$ cat src/rtl/ppi_pkg.sv
package ppi_pkg;
  localparam int DATA_W = 8;
  localparam int HALF_W = DATA_W / 2;
  localparam int SEL_W  = $clog2(DATA_W);
  localparam int ADDR_W = 2;

  // control byte bit positions (software-visible, so fixed)
  localparam int MODE_FLAG_BIT = 7;
  localparam int A_IN_BIT      = 4;
  localparam int CU_IN_BIT     = 3;
  localparam int B_IN_BIT      = 1;
  localparam int CL_IN_BIT     = 0;

  typedef enum logic [ADDR_W-1:0] {
    REG_PA   = 2'd0,
    REG_PB   = 2'd1,
    REG_PC   = 2'd2,
    REG_CTRL = 2'd3
  } regSel_e;

  typedef struct packed {
    logic              wrA;
    logic              wrB;
    logic              wrC;
    logic              modeSet;
    logic              bitCmd;
    logic              rdEn;
    regSel_e           rdSel;
    logic [DATA_W-1:0] data;
  } ppiStrobe_t;
endpackage

$ cat src/rtl/ppi_control.sv
module ppi_control
  import ppi_pkg::*;
(
  input  logic              cs,
  input  logic              rd,
  input  logic              wr,
  input  logic [ADDR_W-1:0] addr,
  input  logic [DATA_W-1:0] wdata,
  output ppiStrobe_t        strb
);
  logic    wrEn;
  logic    ctrlHit;
  regSel_e sel;

  assign sel     = regSel_e'(addr);
  assign wrEn    = cs && wr;
  assign ctrlHit = wrEn && (sel == REG_CTRL);

  always_comb begin
    strb         = '0;
    strb.wrA     = wrEn && (sel == REG_PA);
    strb.wrB     = wrEn && (sel == REG_PB);
    strb.wrC     = wrEn && (sel == REG_PC);
    strb.modeSet = ctrlHit && wdata[MODE_FLAG_BIT];
    strb.bitCmd  = ctrlHit && !wdata[MODE_FLAG_BIT];
    strb.rdEn    = cs && rd;
    strb.rdSel   = sel;
    strb.data    = wdata;
  end
endmodule

$ cat src/rtl/ppi_datapath.sv
module ppi_datapath
  import ppi_pkg::*;
(
  input  logic              clk,
  input  logic              rstN,
  input  ppiStrobe_t        strb,
  input  logic [DATA_W-1:0] paIn,
  input  logic [DATA_W-1:0] pbIn,
  input  logic [DATA_W-1:0] pcIn,
  output logic [DATA_W-1:0] paOut,
  output logic [DATA_W-1:0] pbOut,
  output logic [DATA_W-1:0] pcOut,
  output logic [DATA_W-1:0] paOe,
  output logic [DATA_W-1:0] pbOe,
  output logic [DATA_W-1:0] pcOe,
  output logic [DATA_W-1:0] rdata
);
  // direction flags: 1 = input
  logic              dirA, dirB, dirCu, dirCl;
  logic [DATA_W-1:0] latA, latB, latC;
  logic [SEL_W-1:0]  bitSel;
  logic [DATA_W-1:0] viewA, viewB, viewC;

  assign bitSel = strb.data[SEL_W:1];

  always_ff @(posedge clk) begin
    if (!rstN) begin
      dirA  <= 1'b1;
      dirB  <= 1'b1;
      dirCu <= 1'b1;
      dirCl <= 1'b1;
      latA  <= '0;
      latB  <= '0;
      latC  <= '0;
    end else if (strb.modeSet) begin
      dirA  <= strb.data[A_IN_BIT];
      dirB  <= strb.data[B_IN_BIT];
      dirCu <= strb.data[CU_IN_BIT];
      dirCl <= strb.data[CL_IN_BIT];
      latA  <= '0;
      latB  <= '0;
      latC  <= '0;
    end else begin
      if (strb.wrA) latA <= strb.data;
      if (strb.wrB) latB <= strb.data;
      if (strb.wrC) latC <= strb.data;
      if (strb.bitCmd) latC[bitSel] <= strb.data[0];
    end
  end

  assign paOut = latA;
  assign pbOut = latB;
  assign pcOut = latC;
  assign paOe  = {DATA_W{~dirA}};
  assign pbOe  = {DATA_W{~dirB}};
  assign pcOe  = {{HALF_W{~dirCu}}, {HALF_W{~dirCl}}};

  assign viewA = dirA ? paIn : latA;
  assign viewB = dirB ? pbIn : latB;
  assign viewC = {dirCu ? pcIn[DATA_W-1:HALF_W] : latC[DATA_W-1:HALF_W],
                  dirCl ? pcIn[HALF_W-1:0]      : latC[HALF_W-1:0]};

  always_comb begin
    rdata = '0;
    if (strb.rdEn) begin
      unique case (strb.rdSel)
        REG_PA:   rdata = viewA;
        REG_PB:   rdata = viewB;
        REG_PC:   rdata = viewC;
        default:  rdata = '0;
      endcase
    end
  end

  // ---------------- assertions ----------------
  assert_hold_R2: assert property (@(posedge clk) disable iff (!rstN)
    !(strb.wrA || strb.wrB || strb.wrC || strb.modeSet || strb.bitCmd)
    |=> ($stable(latA) && $stable(latB) && $stable(latC) && $stable(paOe)
         && $stable(pbOe) && $stable(pcOe)));

  assert_dir_R3: assert property (@(posedge clk) disable iff (!rstN)
    strb.modeSet |=> (paOe == {DATA_W{~$past(strb.data[A_IN_BIT])}}
                      && pbOe == {DATA_W{~$past(strb.data[B_IN_BIT])}}));

  assert_clear_R4: assert property (@(posedge clk) disable iff (!rstN)
    strb.modeSet |=> (paOut == '0 && pbOut == '0 && pcOut == '0));

  assert_bit_keep_R7: assert property (@(posedge clk) disable iff (!rstN)
    (strb.bitCmd && !strb.wrC)
    |=> (((pcOut ^ $past(pcOut)) & ~(DATA_W'(1) << $past(bitSel))) == '0));

  assert_port_load_R9: assert property (@(posedge clk) disable iff (!rstN)
    (strb.wrA && !strb.modeSet) |=> (paOut == $past(strb.data)));
endmodule

$ cat src/rtl/ppi_top.sv
module ppi_top
  import ppi_pkg::*;
(
  input  logic              clk,
  input  logic              rstN,
  input  logic              cs,
  input  logic              rd,
  input  logic              wr,
  input  logic [ADDR_W-1:0] addr,
  input  logic [DATA_W-1:0] wdata,
  output logic [DATA_W-1:0] rdata,
  input  logic [DATA_W-1:0] paIn,
  input  logic [DATA_W-1:0] pbIn,
  input  logic [DATA_W-1:0] pcIn,
  output logic [DATA_W-1:0] paOut,
  output logic [DATA_W-1:0] pbOut,
  output logic [DATA_W-1:0] pcOut,
  output logic [DATA_W-1:0] paOe,
  output logic [DATA_W-1:0] pbOe,
  output logic [DATA_W-1:0] pcOe
);
  ppiStrobe_t strb;

  ppi_control u_control (
    .cs    (cs),
    .rd    (rd),
    .wr    (wr),
    .addr  (addr),
    .wdata (wdata),
    .strb  (strb)
  );

  ppi_datapath u_datapath (
    .clk   (clk),
    .rstN  (rstN),
    .strb  (strb),
    .paIn  (paIn),
    .pbIn  (pbIn),
    .pcIn  (pcIn),
    .paOut (paOut),
    .pbOut (pbOut),
    .pcOut (pcOut),
    .paOe  (paOe),
    .pbOe  (pbOe),
    .pcOe  (pcOe),
    .rdata (rdata)
  );
endmodule

$ cat config.mk
export PLATFORM = sky130hd
export DESIGN_NAME = ppi_top
export DESIGN_NICKNAME = d
export VERILOG_FILES = /design/src/rtl/ppi_pkg.sv /design/src/rtl/ppi_control.sv /design/src/rtl/ppi_datapath.sv /design/src/rtl/ppi_top.sv
export SDC_FILE = /design/constraint.sdc
export NUM_CORES = 1
export LEC_CHECK = 0
export BUFFER_PORTS_ARGS = -buffer_cell sky130_fd_sc_hd__buf_4
export CORE_ASPECT_RATIO = 0.6
export CORE_MARGIN = 5
export CORE_UTILIZATION = 40
export CTS_CLUSTER_DIAMETER = 60
export CTS_CLUSTER_SIZE = 12
export DETAILED_ROUTE_END_ITERATION = 10
export PLACE_DENSITY = 0.74
export RECOVER_POWER = 50
export SLEW_MARGIN = 20
export SYNTH_ARGS = -nofsm -noshare
export SYNTH_HDL_FRONTEND = slang
export SYNTH_SLANG_ARGS = --single-unit
$ cat constraint.sdc
create_clock -name clk -period 1.2 [get_ports clk]
set_clock_uncertainty 0.2 [all_clocks]
set_input_delay 0.12 -clock clk [delete_from_list [all_inputs] [get_ports clk]]
set_output_delay 0.12 -clock clk [all_outputs]
set_load 0.05 [all_outputs]
# Yosys cells after proc, flatten, opt, wreduce, memory -nomap -nowiden
# Cells that the tools add are included.
[totals] elab_cells=42 reg_bits=28 output_inout_bits=56
[op_classes] n_bitwise=5 n_eq_ne=3 n_mux=13 n_reduce_logical=12 magnitude_cmp=2
[op_table] cell="8-bit 2-to-1 mux" count=7
[op_table] cell="8-bit case mux with 3 select lines" count=1
[op_table] cell="1-bit logical AND" count=9
[op_table] cell="8-bit bitwise mux" count=1
[op_table] cell="4-bit 2-to-1 mux" count=2
[op_table] cell="1-bit inverter" count=5
[op_table] cell="2-bit == test, second input constant" count=2
[op_table] cell="3-bit by 4-bit < comparator with 1-bit output, second input constant" count=1
[op_table] cell="1-bit demux with 3-bit select" count=1
[op_table] cell="3-bit by 1-bit >= comparator with 1-bit output, second input constant" count=1
[op_table] cell="2-bit by 1-bit == test with 1-bit output, second input constant" count=1
[op_table] cell="2-bit zero test" count=1
[op_table] cell="2-bit OR reduction" count=1
[op_table] cell="1-bit zero test" count=1
[op_table] cell="1-bit 2-to-1 mux" count=1

# Depth between registers and ports, before layout
# Gate-level depths: netlist of the first run.
[logic_depth] word_depth=7 mapped_depth=5 depth_no_buf=3

# Hierarchy
# A second synthesis of the first run with hierarchy kept.
[hier_totals] cells_unflattened=205 hier_area_um2=1823.0
[by_module_without_submodules] mod="ppi_datapath" area_each_um2=1696.6 instances=1 cells_per_inst=186
[by_module_without_submodules] mod="ppi_control" area_each_um2=126.4 instances=1 cells_per_inst=19

# Worst setup path before layout of the first run
# Ideal clock, no wire load.
[synth_path] path_type="register to output" startpoint="reg u_datapath.latB[0], in the netlist u_datapath.pbOut[0]" endpoint="out rdata[0]" arrival_ps=1820 required_time_ps=880 path_buffers=0 slack_ps=-940 path_stages_with_launch=4 cell_sequence="dfxtp_1 -> mux2i_1 -> mux2_1 -> o22ai_1"
[synth_between] elab_chain_cells=3
[synth_rtl] item="from (decl)" line_no="ppi_datapath.sv:20" rtl="logic [DATA_W-1:0] latA, latB, latC;"
[synth_rtl] item="from (signal assigned)" line_no="ppi_datapath.sv:45" rtl="if (strb.wrB) latB <= strb.data;"
[synth_rtl] item="8-bit 2-to-1 mux" line_no="ppi_datapath.sv:59" rtl="assign viewB = dirB ? pbIn : latB;"
[synth_rtl] item="8-bit case mux with 3 select lines" line_no="ppi_datapath.sv:66" rtl="unique case (strb.rdSel)"
[synth_rtl] item="8-bit 2-to-1 mux" line_no="ppi_datapath.sv:65" rtl="if (strb.rdEn) begin"
[synth_rtl] item="to (decl)" line_no="ppi_top.sv:11" rtl="output logic [DATA_W-1:0] rdata,"
# No other way between the ends.

# Worst setup path in the final report of the first run
[layout_path] startpoint="reg u_datapath.dirA" endpoint="out rdata[6]"
[layout_between] elab_chain_cells=3
[layout_rtl] item="from (decl)" line_no="ppi_datapath.sv:19" rtl="logic dirA, dirB, dirCu, dirCl;"
[layout_rtl] item="from (signal assigned)" line_no="ppi_datapath.sv:36" rtl="dirA <= strb.data[A_IN_BIT];"
[layout_rtl] item="8-bit 2-to-1 mux" line_no="ppi_datapath.sv:58" rtl="assign viewA = dirA ? paIn : latA;"
[layout_rtl] item="8-bit case mux with 3 select lines" line_no="ppi_datapath.sv:66"
[layout_rtl] item="8-bit 2-to-1 mux" line_no="ppi_datapath.sv:65"
# No other way between the ends.

==> impl_results.md, run 1 <==
* Final wirelength at 7410 µm
* Final Power at 2.557 mW
* Areal power density over the cells at 678.8 nW/µm²
* Standby leakage power at 1.779 nW
* Synthesized netlist net count at 247
* Post-DR wirelength/cell at 17.99 µm
* DRT Pass-1 Iters at 5
* Share of layout cells above drive strength 1 at 64.18%
* Final period demand of the worst path at 1.864 ns
* CP Max Fanout at 3
* Root buffer cell: sky130_fd_sc_hd__clkbuf_8
* Die extent in x at 98.29 µm
* Non-filler instance count after layout at 412
* Count of final setup violators at 54
* Largest voltage drop on the vdd net at 0.0007371 V
* Crit. End Element: primary output
* Post-Synthesis Cells at 208
* Cell count after placement at 393
* Maximum number of pins on one net before global-route repair at 17
* Clock net sink count at 28
* Total global routing overflow at 0
* Yosys warns at 0
* Fill cell count at 267
* I/O Pins at 95
* RSZ-0062 raised after global routing: true
* DRC errors left at 0
* Path type of the worst min-delay path: in -> reg
* Number of buffers between clock root and the deepest sink at 2
* Total via count in the routed design at 2127
* Final number of max-transition violations at 0
* Largest area contributor in the netlist: sky130_fd_sc_hd__dfxtp_1
* Final worst setup slack at -0.6643 ns
* Num CTS Buffers at 3
* Cell area after synthesis at 1871 µm²
* Maximum level of the CTS H-tree at 1
* Initial antenna violation count at 0
* Data arrival time of the critical path at 1.54 ns
* Clock transition at the register clock pins on the worst setup and hold paths after CTS at 0.11 ns
* Final weighted congestion in routability-driven placement at 0.8162
* Max-Cap Viols at 0
* Worst setup path category: reg -> out
* Number of buffers added on ports at 94
* Post-place setup slack at -0.4035 ns
* Period Utilization, post-route at 155.4%
* Total Nets Final at 389
* Crit path launch type: register
* Number of global-route vias before repair at 2284
* Placement row count at 19
* 1st-iter DRT viols at 96
* Final hold vios at 0
* Max-Slew Margin vs Limit at 79.95%
* Initial core utilization at 41.20%
* Share of Yosys cell area claimed by the top area cell type at 29.97%
* Run status: finished, violations left
* Detailed-placement wirelength estimate at 5302 µm
* Diodes inserted at 0
* Number of synthesized register bits at 28
* Average cell area after synthesis at 8.993 µm²
* Overall fraction of global-route tracks in use at 22.79%
* Worst Tran Pin Value at 0.2923 ns
* Floorplan die area at 6189 µm²
* Required @ worst endpoint at 0.88 ns
* Antenna-violating nets left at 0
* Sequential-to-total area share from yosys stat at 29.97%
* Main area contributors after synthesis: sky130_fd_sc_hd__dfxtp_1 30%, sky130_fd_sc_hd__mux2i_1 21%, sky130_fd_sc_hd__buf_4 9.6%, sky130_fd_sc_hd__mux2_1 4.8%, sky130_fd_sc_hd__nand2_1 3.2%
* Count of different cell masters after synthesis at 33
* Area overhead of the layout relative to synthesis at 101.4%
* Vertical die dimension at 62.97 µm
* Violated checks: negative setup slack
* Ratio of routed vias to standard cells at 5.163
* Highest clock rate at 536.4 MHz
* Clock latency reported for the late side of the worst-skew pair at 0.29 ns
* First-pass GRT wire length at 11610 µm
* CTS tree: yes
* Floorplan core area at 4541 µm²
==> final cells by class <==
| class | instances | area (µm²) | area share (%) |
|---|---|---|---|
| multi-input cells | 139 | 1220 | 32.38 |
| clock buffers | 4 | 66.31 | 1.760 |
| repair buffers | 173 | 1758 | 46.66 |
| well taps | 63 | 78.83 | 2.092 |
| flip-flops and latches | 28 | 610.6 | 16.21 |
| inverters | 5 | 33.78 | 0.8967 |
==> logic make-up after synthesis <==
group | count (synthesis) | share of synthesized area [%]
mux | 48 | 26.22
buf+inv | 41 | 13.91
simple gates | 60 | 19.20
flops | 28 | 29.97
compound gates | 31 | 10.70
==> state kept, by name (all words and copies together), names as in the netlist <==
| register | flops |
|---|---|
| u_datapath.dirCu | 1 |
| u_datapath.dirA | 1 |
| u_datapath.pcOut | 8 |
| u_datapath.pbOut | 8 |
| u_datapath.dirB | 1 |
| u_datapath.dirCl | 1 |
| u_datapath.paOut | 8 |
==> repair_timing <==
item | 4_1_cts | 5_1_grt
hold endpoints to repair | 13 | 0
pin swaps | 4 | 4
endpoints found under the setup margin | 53 | 61
hold buffers | 8 | 0
resized for setup | 131 | 23
setup buffers | 2 | 19
gates cloned | 0 | 0
==> synthesized netlist by cell type (all sizes together) <==
cell type	number
inv	4
or3	1
o22ai	8
nor3	6
and4	1
a211oi	7
nand4	2
o21ai	5
and4b	1
mux2	8
and4bb	1
nor2	8
dfxtp	28
nor4	1
or2	6
nand4b	6
nand2	16
mux2i	40
nand3b	2
clkinv	1
o211ai	2
buf	32
nand4bb	1
nand3	8
o31a	1
clkbuf	4
a21oi	8
==> worst paths after layout <==
path	start	endpoint	slack, ns	cells after the start
max reg2reg	u_datapath.paOut[7]$_SDFFE_PP0P_	u_datapath.paOut[7]$_SDFFE_PP0P_	0.11	4
max	u_datapath.dirA$_SDFFE_PN1P_	rdata[6]	-0.66	5
min	wdata[2]	u_datapath.pcOut[1]$_SDFF_PP0_	0.006	3
min reg2reg	u_datapath.pbOut[0]$_SDFFE_PP0P_	u_datapath.pbOut[0]$_SDFFE_PP0P_	0.37	3
==> critical path: stages, from the launching register on <==
cell and delay (ns):
sky130_fd_sc_hd__dfxtp_4 0.38, sky130_fd_sc_hd__buf_6 0.13, sky130_fd_sc_hd__mux2i_1 0.13, sky130_fd_sc_hd__mux2_4 0.28, sky130_fd_sc_hd__o22ai_2 0.16, sky130_fd_sc_hd__buf_6 0.18
==> stage by stage <==
step / TNS (ns) / hold slack, ns / area (µm²) / util, %
2_1_floorplan: -8.095 / -0.008240 / 2208 / -
3_3_place_gp: -7.686 / 0.1613 / 3088 / 68.01
3_5_place_dp: -8.977 / 0.1635 / 3088 / 68.01
4_1_cts: -13.77 / -0.006328 / 3686 / 81.18
5_1_grt: -17.80 / 0.002857 / 3767 / 82.97
6_report: -14.35 / 0.005945 / 3767 / 82.97
==> power by group <==
group / internal (mW) / switching, mW
clock: 0.365 / 0.341
combinational: 0.433 / 0.457
sequential: 0.942 / 0.0189
==> layer usage <==
metal | track usage [%] | up-vias | share of wire, %
li1 | - | 1018 | -
met4 | 2.044 | 0 | 0.59
met1 | 29.87 | 996 | 45
met5 | 0 | - | 0
met2 | 38.97 | 101 | 47
met3 | 6.132 | 12 | 7.1
==> cells in the final DEF (no fill, tap or decap), types with 2 or more instances in the layout <==
| master | instances |
|---|---|
| sky130_fd_sc_hd__o211ai_1 | 2 |
| sky130_fd_sc_hd__dlygate4sd3_1 | 8 |
| sky130_fd_sc_hd__nand3_1 | 8 |
| sky130_fd_sc_hd__buf_4 | 77 |
| sky130_fd_sc_hd__buf_12 | 2 |
| sky130_fd_sc_hd__nand3b_1 | 2 |
| sky130_fd_sc_hd__clkbuf_8 | 3 |
| sky130_fd_sc_hd__nand4b_1 | 5 |
| sky130_fd_sc_hd__or2_1 | 6 |
| sky130_fd_sc_hd__buf_8 | 27 |
| sky130_fd_sc_hd__o21ai_0 | 4 |
| sky130_fd_sc_hd__a211oi_1 | 4 |
| sky130_fd_sc_hd__dfxtp_2 | 22 |
| sky130_fd_sc_hd__clkinvlp_4 | 4 |
| sky130_fd_sc_hd__a21oi_1 | 8 |
| sky130_fd_sc_hd__o22ai_4 | 7 |
| sky130_fd_sc_hd__nor2_1 | 8 |
| sky130_fd_sc_hd__dfxtp_4 | 6 |
| sky130_fd_sc_hd__mux2i_1 | 40 |
| sky130_fd_sc_hd__buf_6 | 57 |
| sky130_fd_sc_hd__mux2_4 | 8 |
| sky130_fd_sc_hd__nand2_1 | 16 |
| sky130_fd_sc_hd__nor3_1 | 6 |
| sky130_fd_sc_hd__a211oi_2 | 3 |
No activity file was read; power rests on OpenSTA's default activity.
==> run 2: changes to the inputs <==
Settings changed: CORE_UTILIZATION 40 to 41, HOLD_SLACK_MARGIN set to 0.03, PLACE_DENSITY 0.74 to 0.75.
==> run 2 against run 1 <==
Wire length grew 4.9%. Flip-flop and latch count is the same. Clock power shrank 3.0%. Total power shrank 0.27%. Worst hold slack lost 0.0081 ns. Highest routed layer unchanged. Largest cell class unchanged. The flow finishes with violations (negative hold slack, negative setup slack). First-iteration DRC count grew 32%. Critical endpoint unchanged. Critical path type unchanged.
==> impl_results.md, run 2 (same netlist as run 1, synthesis figures left out) <==
* Number of buffers between clock root and the deepest sink at 2 (unchanged)
* 1st-iter DRT viols at 127 (+32%)
* CTS tree: yes
* Final number of max-transition violations at 0 (unchanged)
* Areal power density over the cells at 681.0 nW/µm² (+0.33%)
* Final wirelength at 7775 µm (+4.9%)
* Standby leakage power at 1.777 nW (about the same)
* CP Max Fanout at 4 (+1)
* Data arrival time of the critical path at 1.55 ns (about the same)
* Area overhead of the layout relative to synthesis at 100.2%
* Path type of the worst min-delay path: in -> reg
* Non-filler instance count after layout at 412 (unchanged)
* Antenna-violating nets left at 0 (unchanged)
* Final period demand of the worst path at 1.871 ns (+0.006531 ns)
* Crit path launch type: register
* Overall fraction of global-route tracks in use at 23.72% (+0.92 points)
* Worst Tran Pin Value at 0.3281 ns (+0.03575 ns)
* Number of global-route vias before repair at 2293 (+0.39%)
* Largest voltage drop on the vdd net at 0.0005911 V (-20%)
* Violated checks: negative hold slack, negative setup slack
* Maximum level of the CTS H-tree at 1 (unchanged)
* Max-Cap Viols at 0 (unchanged)
* Slowest cell on crit path: sky130_fd_sc_hd__dfxtp_2
* Floorplan die area at 6058 µm² (-2.1%)
* Share of layout cells above drive strength 1 at 63.61% (-0.57 points)
* Worst reg2reg startpoint: u_datapath.pcOut[4]$_SDFF_PP0_
* Maximum number of pins on one net before global-route repair at 17 (unchanged)
* Register area at 605.6 µm² (-0.82%)
* Crit. End Element: primary output
* Final worst setup slack at -0.6708 ns (-0.006531 ns)
* Worst min-delay path startpoint: wdata[2]
* Initial core utilization at 41.63% (+0.44 points)
* Top library cells by usage in the layout, fill and taps aside: 80 x sky130_fd_sc_hd__buf_4, 58 x sky130_fd_sc_hd__buf_6, 39 x sky130_fd_sc_hd__mux2i_1
* Dpl cell area at 3093 µm² (+0.16%)
* CP Cell Sequence: buf_6 > mux2i_1 > mux2_4 > o22ai_4 > buf_6
* Cell count after placement at 392 (-0.25%)
* I/O Pins at 95 (unchanged)
* Final Power at 2.550 mW (-0.27%)
* Highest clock rate at 534.5 MHz (-0.35%)
* DRC errors left at 0 (unchanged)
* Final hold vios at 1 (+1)
* Num CTS Buffers at 3 (unchanged)
* Cell repeated most along the worst path: sky130_fd_sc_hd__buf_6
* Number of buffers added on ports at 94 (unchanged)
* First-pass GRT wire length at 11750 µm (+1.2%)
* RSZ-0062 raised after global routing: true
* Placement row count at 19 (unchanged)
* Worst setup path category: reg -> out
* Total via count in the routed design at 2173 (+2.2%)
* Root buffer cell: sky130_fd_sc_hd__clkbuf_8
* Design Area, Final at 3745 µm² (-0.60%)
* Detailed-placement wirelength estimate at 5097 µm (-3.9%)
* Critical Path Max Stage Delay at 0.35 ns (-0.03 ns)
* Post-layout util at 83.35% (+0.38 points)
* Clock net sink count at 28 (unchanged)
* Count of final setup violators at 42 (-22%)
* Fill cell count at 241 (-9.7%)
* DRT Pass-1 Iters at 4 (-1)
* Floorplan core area at 4493 µm² (-1.0%)
* Die extent in x at 97.20 µm (-1.1%)
* Period Utilization, post-route at 155.9% (+0.54 points)
* Max-Slew Margin vs Limit at 77.50% (-2.5 points)
* Required @ worst endpoint at 0.88 ns (about the same)
* Clock transition at the register clock pins on the worst setup and hold paths after CTS at 0.10 ns (about the same)
* First element of the critical path: u_datapath.dirA$_SDFFE_PN1P_
* Post-DR wirelength/cell at 18.87 µm (+4.9%)
* Area taken by multi-input logic gates at 1214 µm² (-0.51%)
* Ratio of routed vias to standard cells at 5.274 (+2.2%)
* Run status: finished, violations left
* Initial antenna violation count at 0 (unchanged)
* Number of buffer and inverter instances along the worst setup path at 2 (unchanged)
* Clock latency reported for the late side of the worst-skew pair at 0.28 ns (about the same)
* Diodes inserted at 0 (unchanged)
* Hold slack final at -0.002137 ns (-0.008082 ns)
* Leading cell type in the layout, fill and taps excluded: sky130_fd_sc_hd__buf_4
* Cell family contributing the most delay on the critical path: multiplexers
* Total global routing overflow at 0 (unchanged)
* Total Nets Final at 389 (unchanged)
* Vertical die dimension at 62.32 µm (-1.0%)
* Final weighted congestion in routability-driven placement at 0.8064 (-1.2%)
run 2: changes by cell type in the layout (fill, tap and decap cells not counted), sizes merged:
cell          change
clkbuf            -2
buf               +1
dlymetal6s4s      +1
run 2: through the flow:
stage | setup TNS (ns) | worst slack [ns]
after floorplan | -8.095 | -0.6618
after global placement | -8.050 | -0.3846
after detailed placement | -9.266 | -0.3846
after CTS | -13.61 | -0.6341
after global routing | -16.46 | -0.7149
final | -13.99 | -0.6708
run 2: report_power, final:
group | switching [mW] | internal [mW] | leakage [nW] | total (mW)
Sequential | 0.0181 | 0.945 | 0.238 | 0.963
Clock | 0.321 | 0.364 | 0.0339 | 0.685
Combinational | 0.468 | 0.434 | 1.51 | 0.902
run 2: worst min-delay path: stages:
cell and delay, ns:
sky130_fd_sc_hd__buf_4 0.13, sky130_fd_sc_hd__or3_1 0.13, sky130_fd_sc_hd__a211oi_2 0.07
run 2: final cells by class:
type,instances,share of cell area [%]
Sequential cell,28,16.17
Multi-Input combinational cell,139,32.41
Tap cell,63,2.105
Clock buffer,4,1.771
Inverter,5,0.9021
Timing Repair Buffer,173,46.64
run 2: path summary, 6_finish.rpt:
check / to / slack, ns / cells past startpoint
hold / removal: u_datapath.pcOut[1]$_SDFF_PP0_ / -0.002 / 3
setup / recovery: rdata[6] / -0.67 / 5
setup reg to reg: u_datapath.pcOut[4]$_SDFF_PP0_ / 0.10 / 4
hold reg to reg: u_datapath.pbOut[3]$_SDFFE_PP0P_ / 0.39 / 3
run 2: repair_timing:
action	CTS	global route
pin swaps	2	2
buffers inserted	1	16
hold buffers	8	2
endpoints found under the setup margin	53	60
gates resized for setup	126	17
hold endpoints to repair	18	4
run 2: routing by layer:
layer	global-route usage [%]	wire length [µm]
met3	7.047	659
met2	39.18	3645
met5	0	0
met1	30.36	3298
met4	5.954	172
==> run 3: changes to the inputs <==
Settings changed: CORE_UTILIZATION 41 to 35, PLACE_DENSITY 0.75 to 0.66.
==> run 3 against run 2 <==
Final area is 3.0% lower. The run still ends with negative hold slack, negative setup slack left. Die area is 15% higher. Wire length fell by 12%. Clock power shrank 12%. Worst hold slack worse by 0.016 ns. Register-to-register slack is essentially flat.
==> impl_results.md, run 3 (same netlist as run 1, synthesis figures left out) <==
* Run status: finished, violations left
* Violated checks: negative hold slack, negative setup slack
* Share of layout cells above drive strength 1 at 62.61% (-1.0 points)
* Initial antenna violation count at 0 (unchanged)
* Clock net sink count at 28 (unchanged)
* Num CTS Buffers at 3 (unchanged)
* Clock transition at the register clock pins on the worst setup and hold paths after CTS at 0.10 ns (about the same)
* Cell repeated most along the worst path: sky130_fd_sc_hd__buf_6
* Final Power at 2.418 mW (-5.2%)
* Met3 wire length at 445 µm (-32%)
* Total global routing overflow at 0 (unchanged)
* Worst min-delay path startpoint: wdata[2]
* Largest voltage drop on the vdd net at 0.0004756 V (-20%)
* CP Max Fanout at 5 (+1)
* Worst Tran Pin Value at 0.3644 ns (+0.03630 ns)
* Post-layout util at 70.80% (-13 points)
* Number of buffers added on ports at 94 (unchanged)
* Detailed-placement wirelength estimate at 5053 µm (-0.86%)
* WL met1 at 3309 µm (+0.33%)
* Placement row count at 20 (+1)
* Ratio of routed vias to standard cells at 5.062 (-4.0%)
* Maximum level of the CTS H-tree at 1 (unchanged)
* Cell family contributing the most delay on the critical path: multiplexers
* Final worst setup slack at -0.6203 ns (+0.05052 ns)
* 1st-iter DRT viols at 78 (-39%)
* DRT Pass-1 Iters at 4 (unchanged)
* Post-DR wirelength/cell at 17.02 µm (-9.8%)
* First element of the critical path: u_datapath.dirA$_SDFFE_PN1P_
* Final hold vios at 1 (unchanged)
* Count of final setup violators at 51 (+21%)
* Vertical die dimension at 66.63 µm (+6.9%)
* Area overhead of the layout relative to synthesis at 94.18%
* Antenna-violating nets left at 0 (unchanged)
* Data arrival time of the critical path at 1.50 ns (-0.05 ns)
* Overall fraction of global-route tracks in use at 19.77% (-3.9 points)
* Diodes inserted at 0 (unchanged)
* Initial core utilization at 36.46% (-5.2 points)
* Post-place setup slack at -0.3873 ns (-0.002657 ns)
* Highest clock rate at 549.4 MHz (+2.8%)
* Floorplan core area at 5130 µm² (+14%)
* Total via count in the routed design at 2040 (-6.1%)
* Max-Slew Margin vs Limit at 75.48% (-2.0 points)
* Clock latency reported for the late side of the worst-skew pair at 0.28 ns (about the same)
* Max-Cap Viols at 0 (unchanged)
* I/O Pins at 95 (unchanged)
* Hold slack final at -0.01786 ns (-0.01572 ns)
* Crit. End Element: primary output
* Worst setup path category: reg -> out
* Final number of max-transition violations at 0 (unchanged)
* Path type of the worst min-delay path: in -> reg
* Number of buffers between clock root and the deepest sink at 2 (unchanged)
* Leading cell type in the layout, fill and taps excluded: sky130_fd_sc_hd__buf_4
* Maximum number of pins on one net before global-route repair at 24 (+7)
* Root buffer cell: sky130_fd_sc_hd__clkbuf_8
* Slowest cell on crit path: sky130_fd_sc_hd__dfxtp_2
* CTS tree: yes
* Number of buffer and inverter instances along the worst setup path at 2 (unchanged)
* Period Utilization, post-route at 151.7% (-4.2 points)
* RSZ-0062 raised after global routing: true
* Required @ worst endpoint at 0.88 ns (about the same)
* CP Cell Sequence: buf_6 > mux2i_1 > mux2_4 > o22ai_4 > buf_6
* DRC errors left at 0 (unchanged)
* Top metal layer carrying routed signals: met4
* Final wirelength at 6858 µm (-12%)
* First-pass GRT wire length at 11030 µm (-6.1%)
* Floorplan die area at 6954 µm² (+15%)
* Top library cells by usage in the layout, fill and taps aside: 75 x sky130_fd_sc_hd__buf_4, 50 x sky130_fd_sc_hd__buf_6, 40 x sky130_fd_sc_hd__mux2i_1
* Final weighted congestion in routability-driven placement at 0.7966 (-1.2%)
* Crit path launch type: register
* Total Nets Final at 377 (-3.1%)
* Die extent in x at 104.4 µm (+7.4%)
* Hold-fix buffer count after cts at 6 (-2)
* Number of global-route vias before repair at 2173 (-5.2%)
* Total met2 wirelength after detailed routing at 3077 µm (-16%)
* Critical Path Max Stage Delay at 0.34 ns (about the same)
* Worst reg2reg startpoint: u_datapath.pcOut[4]$_SDFF_PP0_
* Areal power density over the cells at 665.7 nW/µm² (-2.2%)
* Standby leakage power at 1.720 nW (-3.2%)
* Final period demand of the worst path at 1.820 ns (-0.05052 ns)
[run 3: path summary, 6_finish.rpt]
| kind | endpoint | slack [ns] | cells past startpoint |
|---|---|---|---|
| setup / recovery | rdata[0] | -0.62 | 5 |
| hold / removal | u_datapath.pcOut[1]$_SDFF_PP0_ | -0.02 | 3 |
| setup reg to reg | u_datapath.pcOut[4]$_SDFF_PP0_ | 0.11 | 4 |
| hold reg to reg | u_datapath.pbOut[7]$_SDFFE_PP0P_ | 0.38 | 3 |
[run 3: power by group]
part,internal [mW],switching (mW)
Sequential,0.943,0.0198
Combinational,0.411,0.441
Clock,0.295,0.309
Total,1.65,0.770
[run 3: cell type report]
type	count	area [µm²]
repair buffers	161	1643
flip-flops and latches	28	608.1
fillers	393	1498
inverters	5	33.78
clock buffers	4	55.05
multi-input cells	139	1210
well taps	66	82.58
[run 3: routing by layer]
layer	track usage [%]	up-vias
met5	0	-
met4	2.746	0
met3	5.808	4
met2	33.36	75
met1	25.73	962
li1	-	999
[run 3: through the flow]
stage	setup TNS (ns)	cell area, µm²	hold WS, ns	instances
final	-13.71	3632	-0.01786	403
after global routing	-17.88	3632	-0.02167	403
after CTS	-14.03	3582	-0.03178	399
after detailed placement	-8.743	3069	0.1645	388
after global placement	-8.088	3069	0.1620	388
after floorplan	-8.095	2208	-0.008240	208
[run 3: worst reg2reg max path: stages (launching register included)]
cell                       delay (ns)
sky130_fd_sc_hd__dfxtp_2         0.35
sky130_fd_sc_hd__buf_6           0.10
sky130_fd_sc_hd__buf_4           0.10
sky130_fd_sc_hd__mux2i_1         0.06
sky130_fd_sc_hd__a211oi_1        0.21
[run 3: repair_timing]
item | CTS | global route
hold endpoints to repair | 17 | 1
setup buffers | 3 | 15
setup endpoints to repair | 54 | 56
resized for setup | 116 | 19
pin swaps | 1 | 1
